==> config.mk <==
export PLATFORM = sky130hd
export DESIGN_NAME = standby_ctrl
export DESIGN_NICKNAME = d
export VERILOG_FILES = /design/src/rtl/standby_pkg.sv /design/src/rtl/settle_timer.sv /design/src/rtl/standby_seq.sv /design/src/rtl/clk_gate_decode.sv /design/src/rtl/standby_ctrl.sv
export SDC_FILE = /design/constraint.sdc
export NUM_CORES = 1
export LEC_CHECK = 0
export BUFFER_PORTS_ARGS = -buffer_cell sky130_fd_sc_hd__buf_2
export CAP_MARGIN = 5
export CORE_MARGIN = 2
export CORE_UTILIZATION = 40
export DETAILED_ROUTE_END_ITERATION = 16
export GPL_TIMING_DRIVEN = 1
export MAX_ROUTING_LAYER = met4
export PLACE_DENSITY = 0.63
export SKIP_LAST_GASP = 1
export SYNTH_ARGS = -nofsm -noshare
export SYNTH_HDL_FRONTEND = slang
export SYNTH_HIERARCHICAL = 1
export SYNTH_SLANG_ARGS = --single-unit
==> constraint.sdc <==
create_clock -name clk -period 1.71 [get_ports clk]
set_clock_uncertainty 0.15 [all_clocks]
set_input_delay 0.0855 -clock clk [delete_from_list [all_inputs] [get_ports clk]]
set_output_delay 0.0855 -clock clk [all_outputs]
set_load 0.05 [all_outputs]
==> src/rtl/standby_pkg.sv <==
package standby_pkg;

    localparam int SETTLE_DEFAULT = 8192;

    typedef enum logic [1:0] {
        ST_RUN    = 2'd0,
        ST_HALT   = 2'd1,
        ST_SLEEP  = 2'd2,
        ST_SETTLE = 2'd3
    } sb_state_e;

    typedef struct packed {
        logic cpu;
        logic per;
    } clk_en_t;

    // Clock enables implied by each state.
    function automatic clk_en_t enables_of(sb_state_e st);
        clk_en_t e;
        case (st)
            ST_RUN:  e = '{cpu: 1'b1, per: 1'b1};
            ST_HALT: e = '{cpu: 1'b0, per: 1'b1};
            default: e = '{cpu: 1'b0, per: 1'b0};
        endcase
        return e;
    endfunction

endpackage

==> src/rtl/settle_timer.sv <==
module settle_timer #(
    parameter int SETTLE_CYCLES = 8192,
    localparam int CNT_W = $clog2(SETTLE_CYCLES)
) (
    input  logic clk,
    input  logic rst,
    input  logic clear,
    input  logic count_en,
    output logic done
);
    localparam logic [CNT_W-1:0] LAST = CNT_W'(SETTLE_CYCLES - 1);

    logic [CNT_W-1:0] cnt;

    assign done = count_en && (cnt == LAST);

    always_ff @(posedge clk) begin
        if (rst || clear) begin
            cnt <= '0;
        end else if (count_en && !done) begin
            cnt <= cnt + 1'b1;
        end
    end
endmodule

==> src/rtl/standby_seq.sv <==
module standby_seq
    import standby_pkg::*;
(
    input  logic      clk,
    input  logic      rst,
    input  logic      halt_req,
    input  logic      sleep_req,
    input  logic      irq_any,
    input  logic      irq_port,
    input  logic      settle_done,
    output sb_state_e state,
    output logic      clear_cnt,
    output logic      count_en,
    output logic      wake
);
    sb_state_e state_nx;
    logic      wake_nx;

    always_comb begin
        state_nx  = state;
        wake_nx   = 1'b0;
        clear_cnt = 1'b0;
        case (state)
            ST_RUN: begin
                if (sleep_req) begin
                    state_nx  = ST_SLEEP;
                    clear_cnt = 1'b1;
                end else if (halt_req) begin
                    state_nx = ST_HALT;
                end
            end
            ST_HALT: begin
                if (irq_any || irq_port) begin
                    state_nx = ST_RUN;
                    wake_nx  = 1'b1;
                end
            end
            ST_SLEEP: begin
                if (irq_port) begin
                    state_nx = ST_SETTLE;
                end
            end
            ST_SETTLE: begin
                if (settle_done) begin
                    state_nx = ST_RUN;
                    wake_nx  = 1'b1;
                end
            end
            default: state_nx = ST_RUN;
        endcase
    end

    assign count_en = (state == ST_SETTLE);

    always_ff @(posedge clk) begin
        if (rst) begin
            state <= ST_RUN;
            wake  <= 1'b0;
        end else begin
            state <= state_nx;
            wake  <= wake_nx;
        end
    end
endmodule

==> src/rtl/clk_gate_decode.sv <==
module clk_gate_decode
    import standby_pkg::*;
(
    input  sb_state_e state,
    output logic      cpu_en,
    output logic      per_en
);
    clk_en_t en;

    always_comb begin
        en     = enables_of(state);
        cpu_en = en.cpu;
        per_en = en.per;
    end
endmodule

==> src/rtl/standby_ctrl.sv <==
module standby_ctrl
    import standby_pkg::*;
#(
    parameter int SETTLE_CYCLES = SETTLE_DEFAULT
) (
    input  logic clk,
    input  logic rst,
    input  logic halt_req,
    input  logic sleep_req,
    input  logic irq_any,
    input  logic irq_port,
    output logic cpu_clk_en,
    output logic per_clk_en,
    output logic wake_exc
);
    sb_state_e cur_state;
    logic      clear_cnt;
    logic      count_en;
    logic      settle_done;

    standby_seq u_seq (
        .clk         (clk),
        .rst         (rst),
        .halt_req    (halt_req),
        .sleep_req   (sleep_req),
        .irq_any     (irq_any),
        .irq_port    (irq_port),
        .settle_done (settle_done),
        .state       (cur_state),
        .clear_cnt   (clear_cnt),
        .count_en    (count_en),
        .wake        (wake_exc)
    );

    settle_timer #(
        .SETTLE_CYCLES (SETTLE_CYCLES)
    ) u_timer (
        .clk      (clk),
        .rst      (rst),
        .clear    (clear_cnt),
        .count_en (count_en),
        .done     (settle_done)
    );

    clk_gate_decode u_dec (
        .state  (cur_state),
        .cpu_en (cpu_clk_en),
        .per_en (per_clk_en)
    );
endmodule

Word-level counts from Yosys, hierarchy flattened:

Cells that the tools add are included.

* register bits after elaboration: 16
* input port bits: 6
* output and inout port bits: 3
* logic and storage cells: 31

* add/sub/neg operators: 1
* equal/unequal tests: 8
* muxes and demuxes: 12
* reduce and logical (&&, ||, !) cells: 7

Operators with widths (number)
* adder 13 x 1 -> 13 bit, second input constant: 1
* equality test 13 bit, second input constant: 1
* two-way mux 2 bit: 5
* case mux 2 bit (4 select lines): 1
* inequality test 2 bit, second input constant: 3
* equality test 2 bit, second input constant: 2
* two-way mux 1 bit: 4
* case mux 2 bit (2 select lines): 1
* AND reduction 4 bit: 1
* inequality test 3 bit, second input constant: 1
* equality test 2 x 1 -> 1 bit, second input constant: 1
* logical AND 1 bit: 2
* zero test 2 bit: 1
* logical OR 1 bit: 2
* case mux 1 bit (2 select lines): 1
* zero test 1 bit: 1

Depth between registers and ports, before layout:

Gate-level depths: netlist (run 1).

* depth in word-level cells: 4
* gate-level depth with buffers: 8

Cells and area by module:

Netlist (run 1), hierarchy kept.

Modules (own cells, without submodules)
* settle_timer: instances 1, cells an instance 78, area an instance 690.7 sq um, seq. area each 260.2 sq um
* standby_seq: instances 1, cells an instance 18, area an instance 151.4 sq um, seq. area each 60.1 sq um
* clk_gate_decode: instances 1, cells an instance 2, area an instance 7.5 sq um, seq. area each 0.0 sq um

Least setup slack after synthesis (run 1):

Ideal clock, no wire load.

* path type: reg-to-reg
* start point: reg u_timer.cnt[0]
* end point: reg u_seq.wake
* arrival time: 1556 ps
* setup slack: -91 ps
* stages on the path, launching flop included: 8
* path buffers: 1
* period minus slack after synthesis: 1801 ps
* path through: dfxtp_1 -> ha_1 -> nand3_2 -> nor4_4 -> buf_4 -> and2_1 -> nor2b_1 -> nor4b_1

* cells in the longest elaborated chain, start to end: 4

RTL lines
* from (decl): RTL line settle_timer.sv:13 `logic [CNT_W-1:0] cnt;`
* from (signal assigned): RTL line settle_timer.sv:21 `cnt <= cnt + 1'b1;`
* equality test 13 bit: RTL line settle_timer.sv:15 `assign done = count_en && (cnt == LAST);`
* logical AND 1 bit: RTL line settle_timer.sv:15
* named net settle_done: RTL line standby_ctrl.sv:19 `logic settle_done;`
* two-way mux 1 bit: RTL line standby_seq.sv:44 `if (settle_done) begin`
* case mux 1 bit (2 select lines): RTL line standby_seq.sv:23 `case (state)`
* to (signal assigned): RTL line standby_seq.sv:61 `wake <= wake_nx;`
* to (decl): RTL line standby_seq.sv:14 `output logic wake`

The timed path passes the listed nets, and every way through them passes these cells.
A chain may end at the register's enable or synchronous reset.

Final worst setup path (run 1):

* start point: reg u_timer.cnt[4]
* end point: reg u_timer.cnt[9]

* cells in the longest elaborated chain, start to end: 4
* elaborated cells on any way between the ends: 5
* classes of those cells: 1 x add/sub; 1 x eq/ne; 3 x reduce/logical

RTL lines
* parallel branches: the longest is 4 deep, another holds adder 13 x 1 -> 13 bit

Several ways; the timed one is not identified.

==> results of run 1 <==
[logic make-up (layout without fill, tap and decap cells)]
kind of cell	after synthesis	in the layout	synth area share (%)
xor gates and xnor gates	1	1	1.03
DFF	16	16	37.7
AOI/OAI and AO/OA	25	25	19.7
buffers and inverters	4	23	2.21
and+or+nand+nor	51	51	37.9
adders and majority gates	1	1	1.47
[state kept, by name, indices dropped and copies added, names as in the netlist]
signal	flops
u_seq/state	2
u_timer/cnt	13
u_seq/wake	1
[worst max-delay path, delay by kind of cell, from the launching register on]
family,cells,cell delay (ns)
simple gates,2,0.45
compound gates,2,0.44
flops,1,0.48
[power breakdown]
| group | internal (mW) | leakage, nW | switching [mW] |
|---|---|---|---|
| clock network | 0.130 | 0.0210 | 0.117 |
| registers | 0.377 | 0.133 | 0.00372 |
| logic | 0.0437 | 0.232 | 0.0682 |
[area by class of cell]
class	count	area [um2]
Inverter	2	7.51
Sequential cell	16	332
Tap cell	27	33.8
Timing Repair Buffer	17	115
Multi-Input combinational cell	78	544
Fill cell	188	913
Clock buffer	4	36.3
[how the worst max path moves through the flow]
stage          slack, ns         endpoint
2_1_floorplan       0.01       u_seq/wake
3_3_place_gp        0.12   u_timer/cnt[9]
3_5_place_dp        0.06       u_seq/wake
4_1_cts             0.02       u_seq/wake
5_1_grt             0.01  u_timer/cnt[10]
6_report            0.09   u_timer/cnt[9]
[cells in the final DEF (no fill, tap or decap), types with 4 or more instances in the layout]
master / instances
buf_2: 8
dfxtp_1: 11
buf_4: 6
nor2_1: 6
nand3_1: 6
or3_1: 6
a21oi_1: 9
nand2_1: 7
o21ai_0: 6
nor3_1: 4
[routing by layer]
layer  vias to the layer above  part of all wire (%)
met4                         0                  0.53
met3                         2                   2.2
met5                         -                     0
met2                        11                    47
li1                        404                     -
met1                       351                    50
[repair_timing]
action | CTS | global route
hold buffers | 3 | 0
setup buffers | 0 | 0
hold endpoints to repair | 3 | 0
gates resized for setup | 0 | 8
setup endpoints to repair | 0 | 2
[through the flow]
| stage | cell area, um2 | worst slack, ns | cells | total power [mW] | hold WS [ns] |
|---|---|---|---|---|---|
| floorplan | 872 | 0.0120 | 98 | 0.462 | 0.00457 |
| global placement | 980 | 0.124 | 137 | 0.496 | 0.152 |
| detailed placement | 980 | 0.0602 | 137 | 0.497 | 0.154 |
| CTS | 1050 | 0.0171 | 144 | 0.755 | 0.0144 |
| global route | 1070 | 0.0121 | 144 | 0.780 | 0.0314 |
| finish | 1070 | 0.0922 | 144 | 0.739 | 0.0354 |
==> out/results.ini, run 1 <==
[sta]
setup_violations = 0
min_period_ns = 1.62
slew-limit-headroom_pct = 75.5
period_share_pct = 94.6
worst_pin_slew_ns = 0.366
max_clock_freq_ghz = 0.618
rsz0062_at_grt = yes
finalSetupTns_ns = 0
final-hold-violation-count = 0
slew_viol_final = 0

[floorplan]
coreArea_mm2 = 0.00198
start_util_pct = 42.9
pin_count = 9
die_w_um = 50.1
die_area_mm2 = 0.00251
die-height_um = 50.1
rows = 16

[power_and_ir_drop]
vdd_ir_drop_max_mv = 0.392
leakage_nw = 0.385
p_per_area_mw_per_mm2 = 692

[global_routing]
overflow = 0
grt_usage_pct = 14.2
grt_pass1_wl_um = 2590
antenna_found_initial = 0
met3_usage_pct = 3.64
grt_max_degree = 11
grtUsageMet1_pct = 17.4
grt_pass1_vias = 629
top_usage_layer = met2
use_met2_pct = 21.5

[clock_tree]
clk_latency_ns = 0.28
cts_tree = built
cts_max_level = 1
cts_made_buffers = 3
clk_pin_slew_worst_paths_ns = 0.10
clock_path_buffers = 2
cts-root-buf = clkbuf_4
cts.sinks = 16

[worst_setup_path]
cp_max_fo = 5
crit_arrival_ns = 1.66
worstSetupEndpointType = flop
ff2ff_path_depth = 4
crit_slowest_cell = dfxtp_1
cp.required_ns = 1.75
startpoint_type = flop
rrSetupSlack_ns = 0.09
path_cells = nand3_2 > or2_4 > o31a_1 > o21a_1
slowest_delay_ns = 0.48
critPathKind = flop to flop
cp-startpoint = u_timer/cnt[4]
rr_endpoint = u_timer/cnt[9]
rr_startpoint = u_timer/cnt[4]

[outcome]
outcome = finished, final reports clean

[logic_synthesis]
synth_warnings = 6
synth_top_cells_by_area = dfxtp_1 (38%), a21oi_1 (5.3%), or3_1 (4.4%)
async_reset_ff_share_pct = 0
syn-cell-area_um2 = 850
synth.avg_cell_area_um2 = 8.67
yosysUniqueCellTypes = 39
ys_ff_latch = 16
syn_nets = 105
synth_edf_count = 0
yosysTopAreaCell = dfxtp_1
synthMostInstantiatedCell = dfxtp_1
yosys-top-cells-count = dfxtp_1 (16), a21oi_1 (9), nand2_1 (7), nand3_1 (7)
synthCells = 98
ys.flop_type = dfxtp_1
ys_seq_area_share_pct = 37.7
synth.top_cell.area_share_pct = 37.7

[layout]
drive_gt1_share_pct = 31.6
fin_util_pct = 53.9
diodes = 0
finalNetCount = 125
synthToLayoutAreaGrowth_pct = 25.8

[hold_path]
worstHoldEndpoint = u_seq/state[0]
hp-class = input pin to flop
worstHoldPathCells = 4
min-delay-start = irq_port

[drt]
routedWlPerCell_um = 11.8
drc_errors = 0
vias = 768
drt_first_pass_iters = 5
routed_via_density = 5.33
drt_iter0_markers = 21
ant_nets = 0
routed_wl_um = 1700

[placed_design]
io_buffers = 8
hpwl_um = 1230
gp_congestion = 0.797

[run]
drv_cap = 0

(Power assumes the default switching activity.)
==> run 2: changes to the inputs <==
Settings changed: ABC_AREA from default to 1.
==> run 2 against run 1 <==
Compared with the run above: clock power grew 2%; critical path depth is 10 higher; first-iteration DRC count fell by 9.5%; die area is 8.4% higher; combinational power grew to 2.8 times the previous value; register-to-register slack hardly changed; largest cell class unchanged; highest routed layer unchanged.
==> out/results.ini, run 2 <==
[logic_synthesis]
ys_ff_latch = 16  ; unchanged
async_reset_ff_share_pct = 0  ; unchanged
synth.avg_cell_area_um2 = 6.06  ; -30%
ys_seq_area_share_pct = 34.5  ; -3.2 points
syn-cell-area_um2 = 927  ; +9.1%
synthCells = 153  ; +56%
yosys-top-cells-count = nand2_1 (38), nor2_1 (37), inv_1 (18)
syn_nets = 160  ; +52%
synth_top_cells_by_area = dfxtp_1 (35%), nand2_1 (15%), nor2_1 (15%)
synthMostInstantiatedCell = nand2_1
synth_edf_count = 0  ; unchanged
synth_warnings = 6  ; unchanged
ys.flop_type = dfxtp_1
yosysTopAreaCell = dfxtp_1
yosysUniqueCellTypes = 17  ; -56%
synth.top_cell.area_share_pct = 34.5  ; -3.2 points

[clock_tree]
cts_made_buffers = 3  ; unchanged
cts_max_level = 1  ; unchanged
cts-root-buf = clkbuf_4
clk_pin_slew_worst_paths_ns = 0.10  ; about the same
cts.sinks = 16  ; unchanged
clock_path_buffers = 2  ; unchanged
clk_latency_ns = 0.28  ; about the same
cts_tree = built

[drt]
vias = 957  ; +25%
routed_wl_um = 1960  ; +15%
drt_iter0_markers = 19  ; -9.5%
drt_first_pass_iters = 4  ; -1
ant_nets = 0  ; unchanged
routed_via_density = 4.76  ; -11%
drc_errors = 0  ; unchanged
routedWlPerCell_um = 9.76  ; -17%

[outcome]
outcome = finished, final reports clean

[worst_setup_path]
critPathKind = flop to flop
worstSetupEndpointType = flop
cp_max_fo = 3  ; -2
crit_arrival_ns = 1.67  ; about the same
startpoint_type = flop
cp.required_ns = 1.75  ; about the same

[power_and_ir_drop]
p_per_area_mw_per_mm2 = 851  ; +23%
finalPower_uw = 974  ; +32%
vdd_ir_drop_max_mv = 0.480  ; +23%
leakage_nw = 0.490  ; +27%

[floorplan]
die-height_um = 52.1  ; +4.1%
die_area_mm2 = 0.00272  ; +8.4%
die_w_um = 52.1  ; +4.1%
rows = 17  ; +1
pin_count = 9  ; unchanged
start_util_pct = 41.9  ; -0.95 points
coreArea_mm2 = 0.00221  ; +12%

[hold_path]
hp-class = input pin to flop

[layout]
top_register = u_timer/cnt
top_regs = u_timer/cnt: 13 flops, u_seq/state: 2 flops, u_seq/wake: 1 flops
final_cell_mix = nor2_1 (36), nand2_1 (36), inv_1 (16), nand3_1 (13)
finalNetCount = 181  ; +45%
drive_gt1_share_pct = 24.9  ; -6.8 points
diodes = 0  ; unchanged
largest_reg_flops = 13  ; unchanged
fin_util_pct = 51.8  ; -2.2 points
synthToLayoutAreaGrowth_pct = 23.5

[sta]
slew_viol_final = 0  ; unchanged
final-hold-violation-count = 0  ; unchanged
rsz0062_at_grt = yes
max_clock_freq_ghz = 0.614  ; -0.74%
period_share_pct = 95.3  ; +0.70 points
setup_violations = 0  ; unchanged
slew-limit-headroom_pct = 67.5  ; -8.0 points
holdWs_ns = 0.00310  ; -0.0323 ns
worst_pin_slew_ns = 0.487  ; +0.121 ns
min_period_ns = 1.63  ; +0.0120 ns
finalSetupTns_ns = 0  ; unchanged

[placed_design]
hpwl_um = 1460  ; +19%
io_buffers = 8  ; unchanged
gp_congestion = 0.782  ; -1.9%

[global_routing]
grt_pass1_wl_um = 3410  ; +31%
grt_max_degree = 12  ; +1
grt_usage_pct = 17.1  ; +3.0 points
grt_pass1_vias = 828  ; +32%
antenna_found_initial = 0  ; unchanged
overflow = 0  ; unchanged

[run]
drv_cap = 0  ; unchanged

-- run 2: area by class of cell --
| cell class | instances | area, um2 |
|---|---|---|
| Fill cell | 238 | 1070 |
| Sequential cell | 16 | 328 |
| Inverter | 20 | 75.1 |
| Clock buffer | 4 | 36.3 |
| Tap cell | 28 | 35.0 |
| Multi-Input combinational cell | 114 | 546 |
| Timing Repair Buffer | 19 | 125 |
-- run 2: logic make-up after synthesis --
kind of cell | synth area share, %
adder cells (fa/ha/maj) | 1.35
flip-flops | 34.5
XOR/XNOR | 0.945
AO/OA/AOI/OAI | 7.69
AND/OR/NAND/NOR | 43.7
buffers and inverters | 11.7
-- run 2: per-layer routing --
metal | vias up | track usage (%) | share of wire [%]
li1 | 517 | - | -
met1 | 420 | 19.6 | 48
met2 | 16 | 29.3 | 48
met3 | 4 | 3.16 | 3.2
met4 | 0 | 7.26 | 1.1
met5 | - | - | 0
-- run 2: worst paths after layout --
path / depth (start not counted) / slack, ns / to / startpoint
worst max-delay path: 14 / 0.08 / u_seq/state[0] / u_timer/cnt[0]
worst min register to register: 2 / 0.35 / u_timer/cnt[11] / u_timer/cnt[11]
worst max register to register: 14 / 0.08 / u_seq/state[0] / u_timer/cnt[0]
worst min-delay path: 5 / 0.003 / u_seq/state[0] / halt_req
-- run 2: stage by stage --
step                      instances  setup WS, ns  cell area, um2
after floorplan                 153        0.0125             937
after global placement          191        0.0749            1020
after detailed placement        191        0.0106            1020
after CTS                       198        0.0118            1080
after global routing            201       -0.0541            1140
final                           201        0.0802            1140
-- run 2: critical path, cell delays in order, from the launching register on --
cell and delay, ns:
dfxtp_2 0.37, ha_4 0.16, nand3_4 0.08, inv_2 0.07
nand2_2 0.05, inv_2 0.07, nand2_2 0.05, nor2_1 0.10
inv_1 0.04, nand3_1 0.05, nand2_1 0.06, inv_2 0.08
nand3_2 0.09, nand2_1 0.08, nor2_1 0.04
-- run 2: repair_timing --
item	CTS	global route
setup buffers	2	3
cloned	0	0
setup endpoints to repair	2	9
pin swaps	0	5
hold buffers	1	0
hold endpoints to repair	3	0
gates resized for setup	0	14
-- run 2: power breakdown --
group | switching (mW) | internal [mW] | total, mW
Sequential | 0.0144 | 0.394 | 0.408
Combinational | 0.214 | 0.102 | 0.316
Clock | 0.121 | 0.130 | 0.250
==> run 3: changes to the inputs <==
Settings changed: BUFFER_PORTS_ARGS -buffer_cell sky130_fd_sc_hd__buf_2 to default, DONT_BUFFER_PORTS from default to 1, PLACE_DENSITY 0.63 to 0.59.
==> run 3 against run 2 <==
Compared with the run above: wire length increased by 5.9%; total power decreased by 4.8%; critical path depth unchanged; utilization decreased by 0.11 points; register-to-register slack about the same; critical path type unchanged; largest cell class unchanged.
==> out/results.ini, run 3 (same netlist as run 2, synthesis figures left out) <==
[outcome]
outcome = finished, final reports clean

[floorplan]
die_w_um = 52.1  ; unchanged
start_util_pct = 41.9  ; unchanged
pin_count = 9  ; unchanged
coreArea_mm2 = 0.00221  ; unchanged
die_area_mm2 = 0.00272  ; unchanged
rows = 17  ; unchanged
die-height_um = 52.1  ; unchanged

[placed_design]
pre_cts_ws_ns = 0.00400  ; -0.00664 ns
gp_congestion = 0.887  ; +13%
post_dp_cell_area_um2 = 998  ; -1.7%
hpwl_um = 1480  ; +1.6%
io_buffers = 0  ; -8

[worst_setup_path]
cp_max_fo = 3  ; unchanged
cp.required_ns = 1.74  ; about the same
startpoint_type = flop
crit_arrival_ns = 1.67  ; about the same
worstSetupEndpointType = flop
critPathKind = flop to flop

[clock_tree]
clk_pin_slew_worst_paths_ns = 0.09  ; about the same
cts_made_buffers = 3  ; unchanged
cts_tree = built
cts-root-buf = clkbuf_4
clock_path_buffers = 2  ; unchanged
cts.sinks = 16  ; unchanged
cts_max_level = 1  ; unchanged
clk_latency_ns = 0.28  ; about the same

[global_routing]
antenna_found_initial = 0  ; unchanged
grt_max_degree = 12  ; unchanged
grt_pass1_vias = 854  ; +3.1%
grt_pass1_wl_um = 3470  ; +1.8%
grt_usage_pct = 17.9  ; +0.78 points
overflow = 0  ; unchanged

[drt]
routed_wl_um = 2080  ; +5.9%
drt_first_pass_iters = 4  ; unchanged
routedWlPerCell_um = 10.5  ; +7.5%
routed_via_density = 4.79  ; +0.67%
drt_iter0_markers = 18  ; -1
ant_nets = 0  ; unchanged
vias = 949  ; -0.84%
drc_errors = 0  ; unchanged

[sta]
min_period_ns = 1.64  ; +0.00605 ns
worst_pin_slew_ns = 0.499  ; +0.0120 ns
final-hold-violation-count = 0  ; unchanged
setup_violations = 0  ; unchanged
timing.final.ws_setup_ns = 0.0741  ; -0.00605 ns
finalSetupTns_ns = 0  ; unchanged
period_share_pct = 95.7  ; +0.35 points
max_clock_freq_ghz = 0.611  ; -0.37%
rsz0062_at_grt = yes
slew-limit-headroom_pct = 66.7  ; -0.80 points
slew_viol_final = 0  ; unchanged

[power_and_ir_drop]
switching_share_pct = 37.0  ; +1.2 points
leakage_nw = 0.478  ; -2.5%
seq_power_share_pct = 45.6  ; +3.7 points
intPower_uw = 584  ; -6.6%
pwr-share-comb_pct = 33.5  ; +1.1 points
p_switching_uw = 343  ; -1.7%
clockPowerShare_pct = 20.8  ; -4.9 points
vdd_ir_drop_max_mv = 0.706  ; +47%
p_per_area_mw_per_mm2 = 812  ; -4.6%

[run]
drv_cap = 0  ; unchanged

[layout]
fill_cells = 237  ; -0.42%
drive_gt1_share_pct = 20.6  ; -4.3 points
synthToLayoutAreaGrowth_pct = 23.2
largest_reg_flops = 13  ; unchanged
diodes = 0  ; unchanged
finalNetCount = 179  ; -1.1%
final_common_cell = nand2_1
top_register = u_timer/cnt
top_regs = u_timer/cnt: 13 flops, u_seq/state: 2 flops, u_seq/wake: 1 flops
final_area_mm2 = 0.00114  ; -0.22%
final_cell_mix = nand2_1 (36), nor2_1 (35), inv_1 (16), nand3_1 (14), buf_4 (12)

[hold_path]
hp-class = input pin to flop

run 3: metal layers:
| metal | GRT usage (%) | up-vias | share of wire [%] |
|---|---|---|---|
| met5 | - | - | 0 |
| met4 | 8.97 | 0 | 2.0 |
| met3 | 3.45 | 4 | 1.8 |
| met2 | 27.0 | 11 | 46 |
| met1 | 23.0 | 425 | 50 |
| li1 | - | 509 | - |
run 3: area by class of cell:
type	instances	area, um2	area share (%)
inverter	20	75.1	6.57
timing repair buffer	17	140	12.3
sequential	16	327	28.6
multi-input combinational	114	543	47.5
clock buffer	3	22.5	1.97
tap	28	35.0	3.07
run 3: path summary, 6_finish.rpt:
kind | cells past startpoint | endpoint | startpoint | slack (ns)
min reg2reg | 2 | u_timer/cnt[11] | u_timer/cnt[11] | 0.35
max reg2reg | 14 | u_seq/state[0] | u_timer/cnt[0] | 0.07
min | 4 | u_seq/state[0] | sleep_req | 0.03
max | 14 | u_seq/state[0] | u_timer/cnt[0] | 0.07
run 3: per-stage QoR:
step | power [mW] | hold WS (ns) | utilization [%] | std cells
2_1_floorplan | 0.649 | 0.00788 | - | 153
3_3_place_gp | 0.693 | 0.0174 | 45.1 | 186
3_5_place_dp | 0.700 | 0.0128 | 45.1 | 186
4_1_cts | 0.922 | 0.0141 | 49.1 | 196
5_1_grt | 0.982 | 0.0429 | 51.6 | 198
6_report | 0.927 | 0.0337 | 51.6 | 198
run 3: repair_timing:
| action | 4_1_cts | 5_1_grt |
|---|---|---|
| buffers inserted | 2 | 2 |
| resized for setup | 0 | 13 |
| hold buffers | 5 | 0 |
| pin swaps | 0 | 2 |
| endpoints found under the hold margin | 12 | 0 |
| setup endpoints to repair | 2 | 8 |
run 3: power groups by stage:
stage               Clock (mW)  Combinational [mW]  Sequential, mW
finish                   0.193               0.311           0.423
global route             0.217               0.340           0.425
CTS                      0.208               0.293           0.421
detailed placement           0               0.269           0.432
global placement             0               0.261           0.431
floorplan                    0               0.217           0.432
run 3: critical path, cell delays in order (launching register included):
cell     delay (ns)
dfxtp_2        0.36
ha_4           0.15
nand3_4        0.08
inv_2          0.07
nand2_2        0.06
inv_2          0.07
nand2_2        0.05
nor2_1         0.09
inv_1          0.04
nand3_1        0.05
nand2_1        0.06
inv_2          0.08
nand3_1        0.10
nand2_1        0.08
nor2_1         0.03
